`src/rtl/ks_pkg.sv`:
```
package ks_pkg;

  // Default geometry: 10-bit symbols, four correctable errors.
  parameter int DEF_SYM_W = 10;
  parameter int DEF_T     = 4;
  // Low bits of x^10 + x^3 + 1.
  parameter logic [DEF_SYM_W-1:0] DEF_PRIM = 10'b00_0000_1001;

  // Source of the shifted auxiliary coefficient fed to the processing element.
  typedef enum logic [1:0] {
    SHIN_ZERO = 2'd0,   // constant coefficient of x*B is zero
    SHIN_HELD = 2'd1,   // first locator slot takes the held constant term
    SHIN_PREV = 2'd2    // otherwise the coefficient one slot earlier
  } shin_sel_e;

endpackage

```
`src/rtl/ks_gf_mul.sv`:
```
module ks_gf_mul #(
  parameter int            W    = 10,
  parameter logic [W-1:0]  PRIM = 10'b00_0000_1001
) (
  input  logic [W-1:0] a_i,
  input  logic [W-1:0] b_i,
  output logic [W-1:0] p_o
);

  // Horner evaluation over the bits of b, reducing after every doubling.
  always_comb begin
    logic [W-1:0] acc;
    acc = '0;
    for (int i = W-1; i >= 0; i--) begin
      acc = {acc[W-2:0], 1'b0} ^ (acc[W-1] ? PRIM : '0);
      if (b_i[i]) acc = acc ^ a_i;
    end
    p_o = acc;
  end

endmodule

```
`src/rtl/ks_ring.sv`:
```
module ks_ring #(
  parameter int W = 10,
  parameter int N = 13
) (
  input  logic                clk_i,
  input  logic                rst_ni,
  input  logic                load_i,
  input  logic [N-1:0][W-1:0] load_vec_i,
  input  logic                shift_i,
  input  logic [W-1:0]        tail_i,
  output logic [W-1:0]        head_o,
  output logic [N-1:0][W-1:0] cells_o
);

  logic [N-1:0][W-1:0] cell_q, cell_d;
  logic                cell_en;

  assign cell_en = load_i | shift_i;

  // Next-state: parallel load has priority; shifting moves every entry one
  // place toward the head and appends the processed coefficient at the tail.
  always_comb begin
    cell_d = cell_q;
    if (load_i) begin
      cell_d = load_vec_i;
    end else if (shift_i) begin
      for (int i = 0; i < N-1; i++) cell_d[i] = cell_q[i+1];
      cell_d[N-1] = tail_i;
    end
  end

  always_ff @(posedge clk_i or negedge rst_ni) begin
    if (!rst_ni)      cell_q <= '0;
    else if (cell_en) cell_q <= cell_d;
  end

  assign head_o  = cell_q[0];
  assign cells_o = cell_q;

endmodule

```
`src/rtl/ks_pe.sv`:
```
module ks_pe
  import ks_pkg::*;
#(
  parameter int           W    = 10,
  parameter logic [W-1:0] PRIM = 10'b00_0000_1001,
  parameter int           SLW  = 4,
  parameter int           LOC1 = 9      // slot holding the x^1 locator coefficient
) (
  input  logic           clk_i,
  input  logic           rst_ni,
  input  logic           en_i,
  input  logic [SLW-1:0] slot_i,
  input  logic [W-1:0]   main_i,
  input  logic [W-1:0]   aux_i,
  input  logic [W-1:0]   gamma_i,
  input  logic [W-1:0]   delta_i,
  input  logic           swap_i,
  output logic [W-1:0]   main_o,
  output logic [W-1:0]   aux_o
);

  logic [W-1:0] prev_q, prev_d;
  logic [W-1:0] cst_q, cst_d;
  logic [W-1:0] shin;
  logic [W-1:0] g_term, d_term;
  shin_sel_e    sel;

  always_comb begin
    if (slot_i == '0)                sel = SHIN_ZERO;
    else if (slot_i == SLW'(LOC1))   sel = SHIN_HELD;
    else                             sel = SHIN_PREV;
  end

  always_comb begin
    case (sel)
      SHIN_ZERO: shin = '0;
      SHIN_HELD: shin = cst_q;
      default:   shin = prev_q;
    endcase
  end

  ks_gf_mul #(.W(W), .PRIM(PRIM)) u_mul_gamma (
    .a_i (main_i),
    .b_i (gamma_i),
    .p_o (g_term)
  );

  ks_gf_mul #(.W(W), .PRIM(PRIM)) u_mul_delta (
    .a_i (shin),
    .b_i (delta_i),
    .p_o (d_term)
  );

  // Working update gamma*A - delta*x*B; auxiliary takes old A or x*B.
  assign main_o = g_term ^ d_term;
  assign aux_o  = swap_i ? main_i : shin;

  always_comb begin
    prev_d = aux_i;
    cst_d  = (slot_i == '0) ? aux_i : cst_q;
  end

  always_ff @(posedge clk_i or negedge rst_ni) begin
    if (!rst_ni) begin
      prev_q <= '0;
      cst_q  <= '0;
    end else if (en_i) begin
      prev_q <= prev_d;
      cst_q  <= cst_d;
    end
  end

endmodule

```
`src/rtl/ks_ctrl.sv`:
```
module ks_ctrl #(
  parameter int W    = 10,
  parameter int ROW  = 13,
  parameter int ITER = 8,
  localparam int SLW = $clog2(ROW),
  localparam int ITW = $clog2(ITER),
  localparam int KW  = $clog2(2*ITER+2) + 1
) (
  input  logic           clk_i,
  input  logic           rst_ni,
  input  logic           start_i,
  input  logic [W-1:0]   first_synd_i,
  input  logic [W-1:0]   new_main_i,
  output logic           busy_o,
  output logic           load_o,
  output logic [SLW-1:0] slot_o,
  output logic [W-1:0]   gamma_o,
  output logic [W-1:0]   delta_o,
  output logic           swap_o,
  output logic           done_o
);

  logic                 busy_q, busy_d;
  logic [SLW-1:0]       slot_q, slot_d;
  logic [ITW-1:0]       iter_q, iter_d;
  logic [W-1:0]         gamma_q, gamma_d;
  logic [W-1:0]         delta_q, delta_d;
  logic [W-1:0]         dnext_q, dnext_d;
  logic signed [KW-1:0] klen_q, klen_d;
  logic                 done_q, done_d;
  logic                 load, swap, last_slot, last_iter, ctl_en;

  assign load      = start_i & ~busy_q;
  assign last_slot = (slot_q == SLW'(ROW-1));
  assign last_iter = (iter_q == ITW'(ITER-1));
  assign swap      = (delta_q != '0) && !klen_q[KW-1];
  assign ctl_en    = load | busy_q | done_q;

  always_comb begin
    busy_d  = busy_q;
    slot_d  = slot_q;
    iter_d  = iter_q;
    gamma_d = gamma_q;
    delta_d = delta_q;
    dnext_d = dnext_q;
    klen_d  = klen_q;
    done_d  = 1'b0;
    if (load) begin
      busy_d  = 1'b1;
      slot_d  = '0;
      iter_d  = '0;
      gamma_d = W'(1);
      delta_d = first_synd_i;
      klen_d  = '0;
    end else if (busy_q) begin
      slot_d = last_slot ? '0 : slot_q + 1'b1;
      // Look-ahead: next iteration's discrepancy leaves the PE two slots on.
      if (slot_q == SLW'(iter_q) + SLW'(2)) dnext_d = new_main_i;
      if (last_slot) begin
        gamma_d = swap ? delta_q : gamma_q;
        klen_d  = swap ? (-klen_q - KW'(1)) : (klen_q + KW'(1));
        delta_d = dnext_q;
        iter_d  = iter_q + 1'b1;
        if (last_iter) begin
          busy_d = 1'b0;
          done_d = 1'b1;
        end
      end
    end
  end

  always_ff @(posedge clk_i or negedge rst_ni) begin
    if (!rst_ni) begin
      busy_q  <= 1'b0;
      slot_q  <= '0;
      iter_q  <= '0;
      gamma_q <= '0;
      delta_q <= '0;
      dnext_q <= '0;
      klen_q  <= '0;
      done_q  <= 1'b0;
    end else if (ctl_en) begin
      busy_q  <= busy_d;
      slot_q  <= slot_d;
      iter_q  <= iter_d;
      gamma_q <= gamma_d;
      delta_q <= delta_d;
      dnext_q <= dnext_d;
      klen_q  <= klen_d;
      done_q  <= done_d;
    end
  end

  assign busy_o  = busy_q;
  assign load_o  = load;
  assign slot_o  = slot_q;
  assign gamma_o = gamma_q;
  assign delta_o = delta_q;
  assign swap_o  = swap;
  assign done_o  = done_q;


  done_pulse_chk: assert property (@(posedge clk_i) disable iff (!rst_ni)
    done_q |=> !done_q);


  done_latency_chk: assert property (@(posedge clk_i) disable iff (!rst_ni)
    done_q |-> $past(busy_q && last_slot && last_iter));


  busy_advance_chk: assert property (@(posedge clk_i) disable iff (!rst_ni)
    (busy_q && !last_slot) |=> (busy_q && slot_q == $past(slot_q) + 1'b1));


  gamma_nonzero_chk: assert property (@(posedge clk_i) disable iff (!rst_ni)
    busy_q |-> (gamma_q != '0));


  discrepancy_cleared_chk: assert property (@(posedge clk_i) disable iff (!rst_ni)
    (busy_q && slot_q == SLW'(iter_q) + SLW'(1)) |-> (new_main_i == '0));

endmodule

```
`src/rtl/rs_keyeq_solver.sv`:
```
module rs_keyeq_solver
  import ks_pkg::*;
#(
  parameter int                  SYM_W = DEF_SYM_W,
  parameter int                  T     = DEF_T,
  parameter logic [SYM_W-1:0]    PRIM  = DEF_PRIM,
  localparam int NSYN  = 2*T,
  localparam int ROW   = 3*T + 1,
  localparam int SLW   = $clog2(ROW),
  localparam int DEG_W = $clog2(T+1)
) (
  input  logic                      clk_i,
  input  logic                      rst_ni,
  input  logic                      start_i,
  input  logic [NSYN*SYM_W-1:0]     synd_i,
  output logic                      done_o,
  output logic [(T+1)*SYM_W-1:0]    lambda_o,
  output logic [(T+1)*SYM_W-1:0]    omega_o,
  output logic [DEG_W-1:0]          lambda_deg_o
);

  // Reset: asserted asynchronously, released after two clock edges.
  logic rst_meta_q, rst_sync_q, rst_n;

  always_ff @(posedge clk_i or negedge rst_ni) begin
    if (!rst_ni) begin
      rst_meta_q <= 1'b0;
      rst_sync_q <= 1'b0;
    end else begin
      rst_meta_q <= 1'b1;
      rst_sync_q <= rst_meta_q;
    end
  end

  assign rst_n = rst_sync_q;

  logic [ROW-1:0][SYM_W-1:0] init_vec;
  logic [ROW-1:0][SYM_W-1:0] main_cells, aux_cells;
  logic [SYM_W-1:0]          main_head, aux_head, pe_main, pe_aux;
  logic [SYM_W-1:0]          gamma, delta;
  logic [SLW-1:0]            slot;
  logic                      busy, load, swap;

  // Initial row: product 1+S(x) in slots 0..2t, locator tail zero.
  assign init_vec[0] = SYM_W'(1);
  for (genvar j = 1; j < ROW; j++) begin : g_init
    if (j <= NSYN) begin : g_syn
      assign init_vec[j] = synd_i[(j-1)*SYM_W +: SYM_W];
    end else begin : g_zero
      assign init_vec[j] = '0;
    end
  end

  ks_ctrl #(.W(SYM_W), .ROW(ROW), .ITER(NSYN)) u_ctrl (
    .clk_i        (clk_i),
    .rst_ni       (rst_n),
    .start_i      (start_i),
    .first_synd_i (synd_i[SYM_W-1:0]),
    .new_main_i   (pe_main),
    .busy_o       (busy),
    .load_o       (load),
    .slot_o       (slot),
    .gamma_o      (gamma),
    .delta_o      (delta),
    .swap_o       (swap),
    .done_o       (done_o)
  );

  ks_ring #(.W(SYM_W), .N(ROW)) u_ring_main (
    .clk_i      (clk_i),
    .rst_ni     (rst_n),
    .load_i     (load),
    .load_vec_i (init_vec),
    .shift_i    (busy),
    .tail_i     (pe_main),
    .head_o     (main_head),
    .cells_o    (main_cells)
  );

  ks_ring #(.W(SYM_W), .N(ROW)) u_ring_aux (
    .clk_i      (clk_i),
    .rst_ni     (rst_n),
    .load_i     (load),
    .load_vec_i (init_vec),
    .shift_i    (busy),
    .tail_i     (pe_aux),
    .head_o     (aux_head),
    .cells_o    (aux_cells)
  );

  ks_pe #(.W(SYM_W), .PRIM(PRIM), .SLW(SLW), .LOC1(NSYN+1)) u_pe (
    .clk_i   (clk_i),
    .rst_ni  (rst_n),
    .en_i    (busy),
    .slot_i  (slot),
    .main_i  (main_head),
    .aux_i   (aux_head),
    .gamma_i (gamma),
    .delta_i (delta),
    .swap_i  (swap),
    .main_o  (pe_main),
    .aux_o   (pe_aux)
  );

  // Product and locator share the constant term in slot 0.
  for (genvar k = 0; k <= T; k++) begin : g_out
    assign omega_o[k*SYM_W +: SYM_W] = main_cells[k];
    if (k == 0) begin : g_l0
      assign lambda_o[k*SYM_W +: SYM_W] = main_cells[0];
    end else begin : g_lk
      assign lambda_o[k*SYM_W +: SYM_W] = main_cells[NSYN+k];
    end
  end

  always_comb begin
    lambda_deg_o = '0;
    for (int k = 1; k <= T; k++) begin
      if (main_cells[NSYN+k] != '0) lambda_deg_o = DEG_W'(k);
    end
  end


  result_hold_chk: assert property (@(posedge clk_i) disable iff (!rst_n)
    (!busy && !start_i) |=> $stable(main_cells));


  idle_after_reset_chk: assert property (@(posedge clk_i) disable iff (!rst_n)
    $rose(rst_n) |-> (!busy && !done_o));


  aux_hold_chk: assert property (@(posedge clk_i) disable iff (!rst_n)
    (busy && start_i) |=> !$past(load));

endmodule

```
`config.mk`:
```
export PLATFORM = sky130hd
export DESIGN_NAME = rs_keyeq_solver
export DESIGN_NICKNAME = d
export VERILOG_FILES = /design/src/rtl/ks_pkg.sv /design/src/rtl/ks_gf_mul.sv /design/src/rtl/ks_ring.sv /design/src/rtl/ks_pe.sv /design/src/rtl/ks_ctrl.sv /design/src/rtl/rs_keyeq_solver.sv
export SDC_FILE = /design/constraint.sdc
export NUM_CORES = 1
export LEC_CHECK = 0
export ABC_AREA = 1
export BUFFER_PORTS_ARGS = -buffer_cell sky130_fd_sc_hd__buf_4
export CAP_MARGIN = 20
export CORE_ASPECT_RATIO = 0.7
export CORE_MARGIN = 5
export CORE_UTILIZATION = 30
export DETAILED_ROUTE_END_ITERATION = 16
export HOLD_SLACK_MARGIN = 0.12
export PLACE_DENSITY_LB_ADDON = 0.25
export SKIP_CTS_REPAIR_TIMING = 1
export SYNTH_ARGS = -nofsm -noshare
export SYNTH_HDL_FRONTEND = slang
export SYNTH_SLANG_ARGS = --single-unit
```
`constraint.sdc`:
```
create_clock -name clk_i -period 13.4 [get_ports clk_i]
set_clock_uncertainty 0.15 [all_clocks]
set_input_delay 2.68 -clock clk_i [delete_from_list [all_inputs] [get_ports clk_i]]
set_output_delay 2.68 -clock clk_i [all_outputs]
set_load 0.01 [all_outputs]
```
==> summary.md <==
| Metric | Value |
|---|---|
| Startpoint types | `input pin` |
| Routed Wire Length | `57,700 µm` |
| Pin count of the biggest net entering global routing | `187` |
| Nets | `2,391` |
| Crit-path cells | `buf_4, nor2_4, buf_4, inv_6, buf_4, o221ai_1` |
| Ys async rst share | `1.00` |
| Number of clock buffers inserted by TritonCTS | `35` |
| Reg2Reg Setup Slack | `9500 ps` |
| Gr usage total | `0.170` |
| Worst R2R Start | `u_ctrl.slot_o[1]$_DFFE_PN0P_` |
| Worst-path clk slew | `60 ps` |
| Fin. max-slew vios | `0` |
| Status | `finished, final reports clean` |
| Setup Viol. Count Final | `0` |
| DIE WIDTH | `304 µm` |
| Grt total ovfl | `0` |
| Root buffer cell | `clkbuf_16` |
| Sum Neg Setup Slack | `0 ps` |
| Post-Place Cell Area | `19,400 µm²` |
| Hold depth | `0` |
| Ant. Diodes | `0` |
| Fin area | `20,500 µm²` |
| Placed Cells | `3,070` |
| Bufs on Longest Clock Path | `3` |
| Crit. End Element | `flop` |
| Hold WC Path Type | `flop to flop` |
| First-pass GRT wire length | `89,900 µm` |
| Worst Setup SP | `start_i` |
| Clock Latency Late Sink | `520 ps` |
| Final min period | `4910 ps` |
| Commonest non-fill, non-tap cell in the layout | `nand2_1` |
| Max-cap violations | `0` |
| Critical path's most frequent cell | `buf_4` |
| Most frequent cells in the layout | `nand2_1 (709), dfrtp_1 (325), inv_1 (324)` |
| Final Hold Fails | `0` |
| Worst Hold Launch | `rst_meta_q$_DFF_PN0_` |
| Die area | `65,700 µm²` |
| Primary FF master, synth | `dfrtp_1` |
| 1st-pass router iterations | `6` |
| Via density | `4.92` |
| Synth Area per Inst | `7.95 µm²` |
| Clock Sink Count | `327` |
| Final non-filler cell total | `3,129` |
| Reg2Reg Depth | `16` |
| Worst Path Required | `13,590 ps` |
| Syn Nets | `2,377` |
| IO buf count | `186` |
| Number of placed I/O pins | `187` |
| Core Rows | `75` |
| Worst Hold End | `rst_n$_DFF_PN0_` |
| Top cells by area, synth | `dfrtp_1 (45%), nand2_1 (15%), inv_1 (6.7%), o221ai_1 (5.8%), buf_4 (4.4%)` |
| Vias in the first global route | `15,100` |
| RSZ-0062 raised after global routing | `no` |
| Via count | `15,400` |
| Ys Warns | `0` |
| Final core utilization | `0.341` |
| Antenna violations before repair | `0` |
| Htree depth | `2` |
| Synth area leader | `dfrtp_1` |
| Layout cell share with drive strength beyond 1 | `0.129` |
| DRC | `0` |
| Mapped cell area | `18,200 µm²` |
| Cells after Synth | `2,287` |
| WL/cell | `18.4 µm` |
| Seq/Total Area, Yosys | `0.450` |
| Post-synth top area share | `0.450` |
| CTS tree | `built` |
| Max Fclk | `0.204 GHz` |
| Starting utilization of the core area | `0.303` |
| Die Y | `216 µm` |
| Fill cells | `6,236` |
| Worst EP arrival | `5100 ps` |
| Slowest cell on crit path | `buf_4` |
| R2r endpoint | `u_ring_main.cells_o[127]$_DFFE_PN0P_` |
| Antenna-violating nets left | `0` |
| Routability Congestion | `0.857` |
| Critical path class | `input pin to flop` |
| Maximum fanout along the worst path | `129` |
| P&R area growth vs syn | `12.6%` |
| Slowest stage delay, CP | `840 ps` |
| Post-synth EDFFs | `0` |
| Dpl hpwl | `40,800 µm` |
| Core ar. | `60,000 µm²` |
| Seq cells post-synth | `327` |
| Slew margin rel. | `0.284` |
| Worst-Margin Slew | `1070 ps` |
| Synth cell types | `42` |
| 1st-iter DRT viols | `1,322` |
| Final period util | `0.366` |
## cells by family after synthesis
family                   synth area share
AO/OA/AOI/OAI                       0.121
XOR/XNOR                           0.0530
adder cells (fa/ha/maj)           0.00482
other                            0.000206
multiplexers                      0.00620
flip-flops                          0.450
buffers and inverters               0.141
AND/OR/NAND/NOR                     0.224
## worst max-delay path, delay by kind of cell
kind / cells / cell delay [ps]
and+or+nand+nor: 1 / 40
AOI/OAI and AO/OA: 1 / 220
buffers and inverters: 4 / 2070
## synth_stat cells (10+ instances only)
library cell    n
o22ai_1        66
o21ai_0        63
buf_2          22
nand2_2        11
inv_1         324
nand2_1       709
nand4_1        24
o211ai_1       38
nor2_1         60
nand3_1       134
xor2_1         53
clkbuf_1       81
xnor2_1        44
buf_4         107
mux2_2         10
dfrtp_1       327
o221ai_1      121
nand3b_1       15
## layout make-up
| class | instances | area, µm² | share of cell area |
|---|---|---|---|
| clock buffers | 49 | 968 | 0.0473 |
| clock inverters | 8 | 50.0 | 0.00244 |
| inverters | 333 | 1260 | 0.0615 |
| multi-input cells | 1405 | 7450 | 0.364 |
| flip-flops and latches | 327 | 8190 | 0.400 |
| well taps | 808 | 1010 | 0.0494 |
| repair buffers | 199 | 1550 | 0.0755 |
## sequential cells by signal (all words and copies together) (netlist names)
signal,count
u_ctrl.dnext_q,10
u_ctrl.slot_o,4
u_ring_aux.head_o,10
u_ctrl.done_o,1
rst_meta_q,1
rst_n,1
u_ring_main.cells_o,120
u_pe.prev_q,10
u_ctrl.busy_o,1
u_ctrl.iter_q,3
u_ctrl.klen_q,6
u_ctrl.gamma_o,10
u_ctrl.delta_o,10
u_pe.cst_q,10
u_ring_aux.cells_o,120
u_ring_main.head_o,10
## how the worst max path moves through the flow
| stage | to | slack (ps) | cells past startpoint |
|---|---|---|---|
| final | u_ring_aux.cells_o[71]$_DFFE_PN0P_ | 8490 | 6 |
| after floorplan | u_ctrl.busy_o$_DFFE_PN0N_ | 3460 | 0 |
| after CTS | lambda_deg_o[0] | 8520 | 4 |
| after global routing | u_ring_main.cells_o[63]$_DFFE_PN0P_ | 8350 | 6 |
| after global placement | u_ring_main.cells_o[64]$_DFFE_PN0P_ | 8010 | 6 |
| after detailed placement | u_ring_aux.cells_o[71]$_DFFE_PN0P_ | 7980 | 6 |
## per-stage QoR
| step | worst slack, ps | hold slack, ps |
|---|---|---|
| final | 8490 | 204 |
| after global routing | 8350 | 219 |
| after CTS | 8520 | 206 |
| after detailed placement | 7980 | 192 |
| after global placement | 8010 | 185 |
| after floorplan | 3460 | 181 |
## per-layer routing
metal	vias up	global-route usage	routed length (µm)
met2	467	0.251	24200
met5	-	0	0
li1	7317	-	-
met4	0	0.0255	512
met3	51	0.0406	4300
met1	7551	0.260	28600
Power is left out: the tool's default activity adds up to more than one toggle a clock period on the data nets, which glitch-free logic cannot reach.
